File: src/rtl/sag_pkg.sv
package sag_pkg;
  typedef enum logic [2:0] {
    SRC_FETCH  = 3'd0,
    SRC_STACK  = 3'd1,
    SRC_FRAME  = 3'd2,
    SRC_STRSRC = 3'd3,
    SRC_STRDST = 3'd4
  } src_e;

  localparam int NUM_REGS = 9;
  localparam int SEL_W    = 4;

  localparam int RID_CODE  = 0;
  localparam int RID_DATA  = 1;
  localparam int RID_STK   = 2;
  localparam int RID_EXTRA = 3;
  localparam int RID_IP    = 4;
  localparam int RID_SP    = 5;
  localparam int RID_BP    = 6;
  localparam int RID_SI    = 7;
  localparam int RID_DI    = 8;
endpackage

File: src/rtl/sag_stepper.sv
module sag_stepper #(
  parameter int W = 16
) (
  input  logic [W-1:0] cur,
  input  logic         dec,
  input  logic [W-1:0] amt,
  output logic [W-1:0] nxt
);
  always_comb begin
    if (dec) nxt = cur - amt;
    else     nxt = cur + amt;
  end
endmodule

File: src/rtl/sag_regfile.sv
module sag_regfile
  import sag_pkg::*;
#(
  parameter int W = 16
) (
  input  logic                        clk,
  input  logic                        rst,
  input  logic                        ld_en,
  input  logic [SEL_W-1:0]            ld_sel,
  input  logic [W-1:0]                ld_data,
  input  logic                        step_go,
  input  logic                        step_dec,
  input  logic [W-1:0]                step_amt,
  output logic [NUM_REGS-1:0][W-1:0]  regs_o
);
  logic [NUM_REGS-1:0][W-1:0] regs_q;

  for (genvar i = 0; i < NUM_REGS; i++) begin : g_reg
    localparam logic [W-1:0] RST_VAL = (i == RID_CODE) ? {W{1'b1}} : {W{1'b0}};
    logic hit;
    assign hit = ld_en && (ld_sel == SEL_W'(i));

    if (i == RID_SI || i == RID_DI) begin : g_idx
      logic [W-1:0] stepped;
      sag_stepper #(.W(W)) u_step (
        .cur(regs_q[i]), .dec(step_dec), .amt(step_amt), .nxt(stepped)
      );
      always_ff @(posedge clk) begin
        if (rst)          regs_q[i] <= RST_VAL;
        else if (hit)     regs_q[i] <= ld_data;
        else if (step_go) regs_q[i] <= stepped;
      end
    end else begin : g_plain
      always_ff @(posedge clk) begin
        if (rst)      regs_q[i] <= RST_VAL;
        else if (hit) regs_q[i] <= ld_data;
      end
    end
  end

  assign regs_o = regs_q;
endmodule

File: src/rtl/sag_addr_calc.sv
module sag_addr_calc
  import sag_pkg::*;
#(
  parameter int W     = 16,
  parameter int SHIFT = 4
) (
  input  logic                        clk,
  input  logic                        rst,
  input  logic                        req_valid,
  input  logic [2:0]                  req_src,
  input  logic [NUM_REGS-1:0][W-1:0]  regs,
  output logic                        addr_valid,
  output logic [W+SHIFT-1:0]          addr
);
  localparam int ADDR_W = W + SHIFT;

  logic [W-1:0]      seg_sel, off_sel;
  logic              src_ok;
  logic [ADDR_W-1:0] sum;

  always_comb begin
    src_ok  = 1'b1;
    seg_sel = regs[RID_CODE];
    off_sel = regs[RID_IP];
    case (src_e'(req_src))
      SRC_FETCH:  begin seg_sel = regs[RID_CODE];  off_sel = regs[RID_IP]; end
      SRC_STACK:  begin seg_sel = regs[RID_STK];   off_sel = regs[RID_SP]; end
      SRC_FRAME:  begin seg_sel = regs[RID_STK];   off_sel = regs[RID_BP]; end
      SRC_STRSRC: begin seg_sel = regs[RID_DATA];  off_sel = regs[RID_SI]; end
      SRC_STRDST: begin seg_sel = regs[RID_EXTRA]; off_sel = regs[RID_DI]; end
      default:    src_ok = 1'b0;
    endcase
    sum = {seg_sel, {SHIFT{1'b0}}} + ADDR_W'(off_sel);
  end

  always_ff @(posedge clk) begin
    if (rst) begin
      addr_valid <= 1'b0;
      addr       <= '0;
    end else begin
      addr_valid <= req_valid && src_ok;
      if (req_valid && src_ok) addr <= sum;
    end
  end
endmodule

File: src/rtl/seg_addr_gen.sv
module seg_addr_gen
  import sag_pkg::*;
#(
  parameter int SEG_W = 16,
  parameter int SHIFT = 4
) (
  input  logic                   clk,
  input  logic                   rst,
  input  logic                   ld_en,
  input  logic [SEL_W-1:0]       ld_sel,
  input  logic [SEG_W-1:0]       ld_data,
  input  logic                   step_en,
  input  logic [1:0]             step_size,
  input  logic                   dir_down,
  input  logic                   req_valid,
  input  logic [2:0]             req_src,
  output logic                   addr_valid,
  output logic [SEG_W+SHIFT-1:0] addr
);
  logic [NUM_REGS-1:0][SEG_W-1:0] regs;
  logic                           step_go;
  logic [SEG_W-1:0]               step_amt;

  assign step_go  = step_en && (step_size != 2'd3);
  assign step_amt = SEG_W'(1) << step_size;

  sag_regfile #(.W(SEG_W)) u_regs (
    .clk(clk), .rst(rst), .ld_en(ld_en), .ld_sel(ld_sel), .ld_data(ld_data),
    .step_go(step_go), .step_dec(dir_down), .step_amt(step_amt), .regs_o(regs)
  );

  sag_addr_calc #(.W(SEG_W), .SHIFT(SHIFT)) u_calc (
    .clk(clk), .rst(rst), .req_valid(req_valid), .req_src(req_src),
    .regs(regs), .addr_valid(addr_valid), .addr(addr)
  );
endmodule

File: config.mk
export PLATFORM = sky130hd
export DESIGN_NAME = seg_addr_gen
export DESIGN_NICKNAME = d
export VERILOG_FILES = /design/src/rtl/sag_pkg.sv /design/src/rtl/sag_stepper.sv /design/src/rtl/sag_regfile.sv /design/src/rtl/sag_addr_calc.sv /design/src/rtl/seg_addr_gen.sv
export SDC_FILE = /design/constraint.sdc
export NUM_CORES = 1
export LEC_CHECK = 0
export BUFFER_PORTS_ARGS = -buffer_cell sky130_fd_sc_hd__buf_2
export CORE_ASPECT_RATIO = 1.4
export CORE_UTILIZATION = 55
export CTS_CLUSTER_SIZE = 14
export DETAILED_ROUTE_END_ITERATION = 10
export MAX_ROUTING_LAYER = met4
export PLACE_DENSITY_LB_ADDON = 0.12
export SETUP_SLACK_MARGIN = 0.3
export SLEW_MARGIN = 20
export SYNTH_ARGS = -nofsm -noshare
export SYNTH_HDL_FRONTEND = slang
export SYNTH_SLANG_ARGS = --single-unit
File: constraint.sdc
create_clock -name clk -period 9 [get_ports clk]
set_input_delay 0.45 -clock clk [delete_from_list [all_inputs] [get_ports clk]]
set_output_delay 0.45 -clock clk [all_outputs]
set_load 0.05 [all_outputs]
# Word level (Yosys, flattened, before mapping)
# Cells that the tools add are included.
# word_totals
wordCells,56
regBits,165
# op_classes
n_addsub,5
n_reduce_logical,17
shift,1
eq_ne,13
mux,9
# op_table
cell,n
16-bit two-way mux,6
16-bit case mux with 4 select lines,1
16-bit case mux with 3 select lines,1
16-bit adder,2
16-bit subtractor,2
20-bit by 16-bit adder with 20-bit output,1
"4-bit by 3-bit equality test with 1-bit output, second input constant",4
"1-bit by 2-bit << shifter with 16-bit output, first input constant",1
1-bit logical AND,11
"4-bit by 2-bit equality test with 1-bit output, second input constant",2
"3-bit by 2-bit equality test with 1-bit output, second input constant",2
5-bit OR reduction,1
"4-bit by 1-bit equality test with 1-bit output, second input constant",1
"4-bit equality test, second input constant",1
4-bit logical NOT,1
2-bit nonzero test,2
"3-bit by 1-bit equality test with 1-bit output, second input constant",1
"3-bit equality test, second input constant",1
3-bit logical NOT,1
"2-bit inequality test, second input constant",1
2-bit OR reduction,1
1-bit two-way mux,1

# Longest topological paths before layout
# Gate-level depths: netlist of the first run.
# logic_depth
word_depth,5
depth_mapped,17

# Cells and area by module
# Synthesis of the first run repeated with hierarchy kept, for this count alone.
# unflattened
hier_cells,1229
area_unflattened_um2,11106.9
# by_module_without_submodules
mod,area_each_um2,cells_per_inst,instances
sag_regfile,6079.6,563,1
sag_addr_calc,2872.8,358,1
sag_stepper (u_regs.g_reg[7].g_idx.u_step),1059.8,151,1
sag_stepper (u_regs.g_reg[8].g_idx.u_step),1057.3,151,1
seg_addr_gen,37.5,6,1

# Worst setup path after synthesis of the first run
# No wires, ideal clock.
# synth_timing
path_kind,input to register
from,in step_size[1]
to,"reg u_regs.regs_q, in the netlist u_regs.regs_o[125]"
stages,12
arrival_ns,3.345
t_required_ns,8.884
slack_ns,5.539
n_path_buf,0
cell_sequence,nand2b_1 -> ha_1 -> inv_1 -> o21ai_0 -> ha_1 -> a21o_1 -> a31oi_1 -> a31oi_1 -> a211oi_2 -> o21ai_1 -> or4_1 -> and3_1
# synth_via
elab_chain_len,5
word_cells_on_any_way,9
# synth_rtl
item,line_no,rtl
start: declaration,seg_addr_gen.sv:13,"input logic [1:0] step_size,"
1-bit by 2-bit << shifter with 16-bit output,seg_addr_gen.sv:25,assign step_amt = SEG_W'(1) << step_size;
16-bit adder / 16-bit subtractor (equally long branches),"sag_stepper.sv:11, sag_stepper.sv:10",
16-bit two-way mux,sag_stepper.sv:10,if (dec) nxt = cur - amt;
16-bit two-way mux,sag_regfile.sv:31,else if (step_go) regs_q[i] <= stepped;
16-bit two-way mux,sag_regfile.sv:30,else if (hit) regs_q[i] <= ld_data;
end signal: indexed assignment,sag_regfile.sv:30,
end signal: indexed assignment,sag_regfile.sv:31,
end: declaration,sag_regfile.sv:16,logic [NUM_REGS-1:0][W-1:0] regs_q;
# Parallel ways exist; a longest one is shown, timed or not. The select of a mux whose other input is x is not followed.
# A chain may end at the register's enable or synchronous reset.

# Worst setup path in the final report of the first run
# layout_timing
from,in req_src[0]
to,reg u_calc.addr[16]
# layout_via
elab_chain_len,4
word_cells_on_any_way,12
# layout_rtl
item,line_no,rtl
start: declaration,seg_addr_gen.sv:16,"input logic [2:0] req_src,"
3-bit by 1-bit equality test with 1-bit output (tied with other cells),sag_addr_calc.sv:25,case (src_e'(req_src))
2-bit OR reduction (no source line) / 5-bit OR reduction (equally long branches),-,
16-bit case mux with 3 select lines / 1-bit two-way mux (equally long branches),sag_addr_calc.sv:25,
20-bit by 16-bit adder with 20-bit output / 1-bit logical AND (equally long branches),"sag_addr_calc.sv:33, sag_addr_calc.sv:42",
end signal: assignment,sag_addr_calc.sv:42,if (req_valid && src_ok) addr <= sum;
end: declaration,sag_addr_calc.sv:13,output logic [W+SHIFT-1:0] addr
# Parallel ways exist; a longest one is shown, timed or not.

==> results of run 1 <==
==> cells by family after synthesis <==
group           count (synthesis)  share of synthesized area [%]
compound gates                354                          23.69
buf+inv                       118                          5.095
xor+xnor                       31                          3.014
flops                         165                          35.68
fa+ha+maj                      47                          6.596
simple gates                  441                          20.58
mux                            48                          5.339
==> through the flow <==
step	utilization [%]	total power (W)	instance area (µm²)	setup WS, ns	hold slack [ns]
floorplan	-	0.001207	9258	5.539	0.4312
global placement	58.16	0.001318	9485	4.719	0.4352
detailed placement	58.16	0.001327	9485	4.635	0.4421
CTS	61.79	0.002038	10080	5.052	0.3195
global route	61.79	0.002130	10080	4.547	0.3322
finish	61.79	0.002038	10080	4.995	0.3303
==> worst min path at each step <==
stage / slack [ns] / start / cells after the start / endpoint
after global routing: 0.33 / req_valid / 2 / u_calc.addr[2]$_SDFFE_PP0P_
after global placement: 0.44 / u_calc.addr[8]$_SDFFE_PP0P_ / 2 / u_calc.addr[8]$_SDFFE_PP0P_
after detailed placement: 0.44 / u_calc.addr[8]$_SDFFE_PP0P_ / 2 / u_calc.addr[8]$_SDFFE_PP0P_
final: 0.33 / req_valid / 2 / u_calc.addr[2]$_SDFFE_PP0P_
after floorplan: 0.43 / u_regs.regs_o[62]$_SDFFE_PP0P_ / 2 / u_regs.regs_o[62]$_SDFFE_PP0P_
after CTS: 0.32 / req_valid / 2 / u_calc.addr[2]$_SDFFE_PP0P_
==> worst reg2reg max path: cells and delay by family, from the launching register on <==
family                   cells  cell delay, ns
AND/OR/NAND/NOR              1            0.09
flip-flops                   1            0.32
XOR/XNOR                     1            0.12
AO/OA/AOI/OAI                5            1.53
adder cells (fa/ha/maj)      2            0.57
buffers and inverters        2            0.15
==> per-layer routing <==
metal	GRT usage (%)	up-vias	share of wire, %
met3	4.207	65	4.6
met1	36.01	4092	42
met4	15.44	0	3.7
met5	-	-	0
met2	54.95	264	50
li1	-	4239	-
==> state kept, by name (all words and copies together), names as in the netlist <==
signal	flops
u_calc.addr	20
u_calc.addr_valid	1
u_regs.regs_o	144
==> synth_stat cells (4+ instances only) <==
cell         n
nand2_1    239
dfxtp_1    165
a31oi_1     11
or3_1        5
o211a_1      6
and2_1       6
nand3_1     31
nor3b_1      4
buf_1        5
ha_1        44
xor2_1      16
o22ai_1     43
nand3b_1     6
mux2i_1     46
a21oi_1    134
nor2_1      93
o2111ai_1    4
a211oi_1    12
xnor2_1     14
nor3_1      14
and3_1       9
nor2b_1     10
o21a_1       9
nand2b_1     8
o22a_1       4
o21ai_1      4
a22oi_1      4
a311oi_1     9
clkbuf_1    73
o21ai_0     53
inv_1       25
buf_2       11
a21o_1      13
o211ai_1    17
==> power by group <==
| part | switching, W | leakage [nW] | internal [W] | total [W] |
|---|---|---|---|---|
| Combinational | 0.000316 | 2.63 | 0.000197 | 0.000513 |
| Sequential | 0.0000353 | 1.34 | 0.000769 | 0.000804 |
| Clock | 0.000301 | 0.286 | 0.000420 | 0.000721 |
==> final cells by class <==
cell class | instances | area [µm²] | area share [%]
inverters | 26 | 97.59 | 0.9685
flip-flops and latches | 165 | 3303 | 32.78
repair buffers | 62 | 340.3 | 3.377
clock buffers | 23 | 498.0 | 4.942
multi-input cells | 921 | 5495 | 54.53
clock inverters | 9 | 93.84 | 0.9312
well taps | 199 | 249.0 | 2.471
==> qor.yml, run 1 <==
synth_warnings: 0
synth-edff-count: 0
critPathRequiredTime_ns: 9.31
post-cts-setup-buffers: 0
final.min_clock_period_ns: 4.005
avgRoutedWirePerCell_um: 18.58
fin_cells: 1405
syn_to_final_growth_pct: 8.853
grt_pass1_wl_um: 42140
wirelength_um: 26100
rsz0062_at_grt: "false"
start_util_pct: 56.76
crit_family: "simple AND/OR/NAND/NOR gates"
cp_cell_sequence: "buf_2 > nor3_1 > nor2b_2 > o22ai_1 > a21oi_1 > ha_1 > inv_1 > fa_1 > nor2b_1 > o21a_1 > o21ai_0 > a211oi_1 > nor2_1 > and3_1 > o31a_1"
rrSetupSlack_ns: 6.10
fp.coreArea_um2: 16310
dp_hpwl_um: 18700
drv_slew: 0
root_buffer: "clkbuf_16"
syn_area_per_cell_um2: 7.689
ant_nets: 0
synth_area_um2: 9258
io_buffers: 51
first_iter_violations: 671
min_period_over_period_pct: 44.50
drtPass1Iterations: 9
slew-limit-headroom_pct: 30.30
critical_path_class: "in -> reg"
most-common-layout-cells: "239 x nand2_1, 165 x dfxtp_1, 134 x a21oi_1, 93 x nor2_1, 53 x o21ai_0"
grt_pass1_vias: 8234
cellLeakagePower_nw: 4.262
placed_cells: 1373
r2r_cells: 11
globalRouteOverflowTotal: 0
synthFlopType: "dfxtp_1"
cap_violations: 0
die_h_um: 155.5
cts_hold_buffers: 0
arrival_ns: 4.32
path_max_fanout: 35
post_cts_resized: 0
violations: "design-rule violations"
ys_seq_area_share_pct: 35.68
yosys_register_bits: 165
ir_drop_mv: 0.1364
final_common_cell: "nand2_1"
via_per_inst: 6.164
finalNetCount: 1271
critPathMaxStageDelay_ns: 0.85
cts_sinks: 165
crit_path_end_kind: "flop"
gp_congestion: 0.9228
synthTopCellsByArea: "dfxtp_1 36%, nand2_1 9.7%, a21oi_1 7.2%"
critPathLaunchType: "input port"
hold_path_class: "in -> reg"
fillers: 1483
synth_top_area_cell: "dfxtp_1"
synth_top_area_share_pct: 35.68
layout-drive-gt1-share_pct: 8.955
die_x_um: 111.7
reg2reg_from: "u_regs.regs_o[128]$_SDFFE_PP0P_"
powerDensity_nw_per_um2: 202.2
fp-row-count: 55
worst_pin_slew_ns: 1.041
die-area_um2: 17360
num_vias: 8660
tritoncts: "done"
clk_path_buf_depth: 2
io_pins: 52
fin_skew_ns: 0.008614
ys_async_sr_fraction_pct: 0
finalSetupViolCount: 0
timing.fmax_ghz: 0.2497
grt_util_all_layers_pct: 31.73
antenna_found_initial: 0
synth.distinct_cells: 68
path_depth: 15
numCtsBuffers: 17
crit_path_start: "req_src[0]"
crit_end: "u_calc.addr[16]$_SDFFE_PP0P_"
drc: 3
setup_tns_ns: 0
h-tree-depth: 4
clock_latency_ns: 0.43
diodes: 0
hold_viol: 0
cp_slowest_cell: "nor2b_2"
syn_inst: 1204
grt_max_degree: 80
path_buf_inv: 2
synth_nets: 1282
clk_pin_slew_ns: 0.06
reg2reg_to: "u_regs.regs_o[140]$_SDFFE_PP0P_"
status: "finished, violations left"
Power figures use the tool's default switching activity.
==> run 2: changes to the inputs <==
clock period = 3.7 ns   (was 9 ns; I/O delays follow)
==> qor.yml, run 2 (synthesis results as in run 1) <==
cts_hold_buffers: 0
grt_pass1_wl_um: 42120
crit_path_frequent_cell: "nor2_1"
route.met3.wl_um: 1230
powerDensity_nw_per_um2: 489.4
pre_cts_ws_ns: 0.3257
die_h_um: 155.5
cts_sinks: 165
num_vias: 8687
globalRouteOverflowTotal: 0
final.min_clock_period_ns: 2.959
hold_viol: 0
drtPass1Iterations: 8
layout-drive-gt1-share_pct: 10.00
ant_nets: 0
finalSetupViolCount: 0
wirelength_um: 26450
finalNetCount: 1285
antenna_found_initial: 0
fp.coreArea_um2: 16310
critPathLaunchType: "input port"
fillers: 1513
clk_path_buf_depth: 2
fin_skew_ns: 0.006535
crit_path_end_kind: "flop"
numCtsBuffers: 17
arrival_ns: 3.28
ir_drop_mv: 0.2914
slew-limit-headroom_pct: 28.54
setup_tns_ns: 0
final_common_cell: "nand2_1"
min_period_over_period_pct: 79.97
status: "finished, violations left"
critical_path_class: "in -> reg"
maxUsedRoutingLayer: "met4"
clock_latency_ns: 0.43
syn_to_final_growth_pct: 10.19
diodes: 0
setup_ws_ns: 0.7412
holdPathStages: 2
grt_util_all_layers_pct: 31.84
hold_path_class: "in -> reg"
drv_slew: 0
critPathRequiredTime_ns: 4.02
dr_wl_met2_um: 13220
cp_cell_sequence: "buf_2 > buf_4 > inv_1 > nor2_1 > a22oi_1 > nor2_1 > a211o_1 > inv_1 > fa_1 > nor2b_1 > o21a_1 > o21ai_0 > a211oi_1 > nor2_1 > and3_1 > o31a_1"
largest_reg_flops: 144
seq_area_um2: 3303
path_depth: 16
gp_congestion: 0.9071
fp-row-count: 55
cp_slowest_cell: "fa_1"
avgRoutedWirePerCell_um: 18.64
violations: "design-rule violations"
timing.fmax_ghz: 0.3380
grt_max_degree: 134
critPathMaxStageDelay_ns: 0.43
drc: 8
fin_cells: 1419
path_max_fanout: 27
h-tree-depth: 4
whs_ns: 0.05965
dp_hpwl_um: 19210
crit_family: "compound AO/OA/AOI/OAI gates"
io_buffers: 51
cap_violations: 0
tritoncts: "done"
cellLeakagePower_nw: 4.333
via_per_inst: 6.122
first_iter_violations: 563
grt_pass1_vias: 8361
root_buffer: "clkbuf_16"
clk_pin_slew_ns: 0.06
met1Wirelength_um: 10750
io_pins: 52
die_x_um: 111.7
path_buf_inv: 4
worst_pin_slew_ns: 1.069
r2r_cells: 14
rsz0062_at_grt: "false"
die-area_um2: 17360
post-cts-setup-buffers: 0
post_cts_resized: 0
start_util_pct: 56.76
placed_cells: 1387
multi_input_area_um2: 5495
most-common-layout-cells: "239 x nand2_1, 165 x dfxtp_1, 134 x a21oi_1, 93 x nor2_1, 53 x o21ai_0"
[run 2: through the flow]
stage	util [%]	total power, W	cell area [µm²]
2_1_floorplan	-	0.002935	9258
3_3_place_gp	58.96	0.003231	9615
3_5_place_dp	58.96	0.003249	9615
4_1_cts	62.55	0.004995	10200
5_1_grt	62.55	0.005218	10200
6_report	62.55	0.004993	10200
[run 2: path summary, 6_finish.rpt]
kind	start	endpoint	slack, ns
worst max register to register	u_regs.regs_o[116]$_SDFFE_PP0P_	u_calc.addr[16]$_SDFFE_PP0P_	0.86
worst max-delay path	req_src[0]	u_calc.addr[16]$_SDFFE_PP0P_	0.74
worst min-delay path	req_valid	u_calc.addr[2]$_SDFFE_PP0P_	0.06
worst min register to register	u_calc.addr[11]$_SDFFE_PP0P_	u_calc.addr[11]$_SDFFE_PP0P_	0.44
[run 2: power by group]
group	total (W)	leakage, nW	switching [W]	internal (W)
combinational	0.00127	2.71	0.000777	0.000495
clock	0.00177	0.282	0.000739	0.00103
sequential	0.00195	1.34	0.0000838	0.00187
[run 2: area by class of cell]
| type | count | share of cell area (%) |
|---|---|---|
| Multi-Input combinational cell | 921 | 53.87 |
| Sequential cell | 165 | 32.38 |
| Timing Repair Buffer | 76 | 4.612 |
| Clock buffer | 20 | 4.477 |
| Tap cell | 199 | 2.441 |
| Clock inverter | 12 | 1.263 |
| Inverter | 26 | 0.9567 |
[run 2: metal layers]
layer | GRT usage [%] | up-vias
met5 | - | -
li1 | - | 4266
met3 | 4.947 | 79
met2 | 54.87 | 281
met1 | 34.87 | 4061
met4 | 18.21 | 0
[run 2: worst register-to-register path, stage by stage, from the launching register on]
cell      delay [ns]
dfxtp_1         0.39
mux2i_1         0.11
nand2_1         0.08
o21ai_0         0.09
a21oi_1         0.21
ha_1            0.23
inv_1           0.07
fa_1            0.37
nor2b_1         0.17
o21a_1          0.15
o21ai_0         0.12
a211oi_1        0.23
nor2_1          0.11
and3_1          0.16
o31a_1          0.26
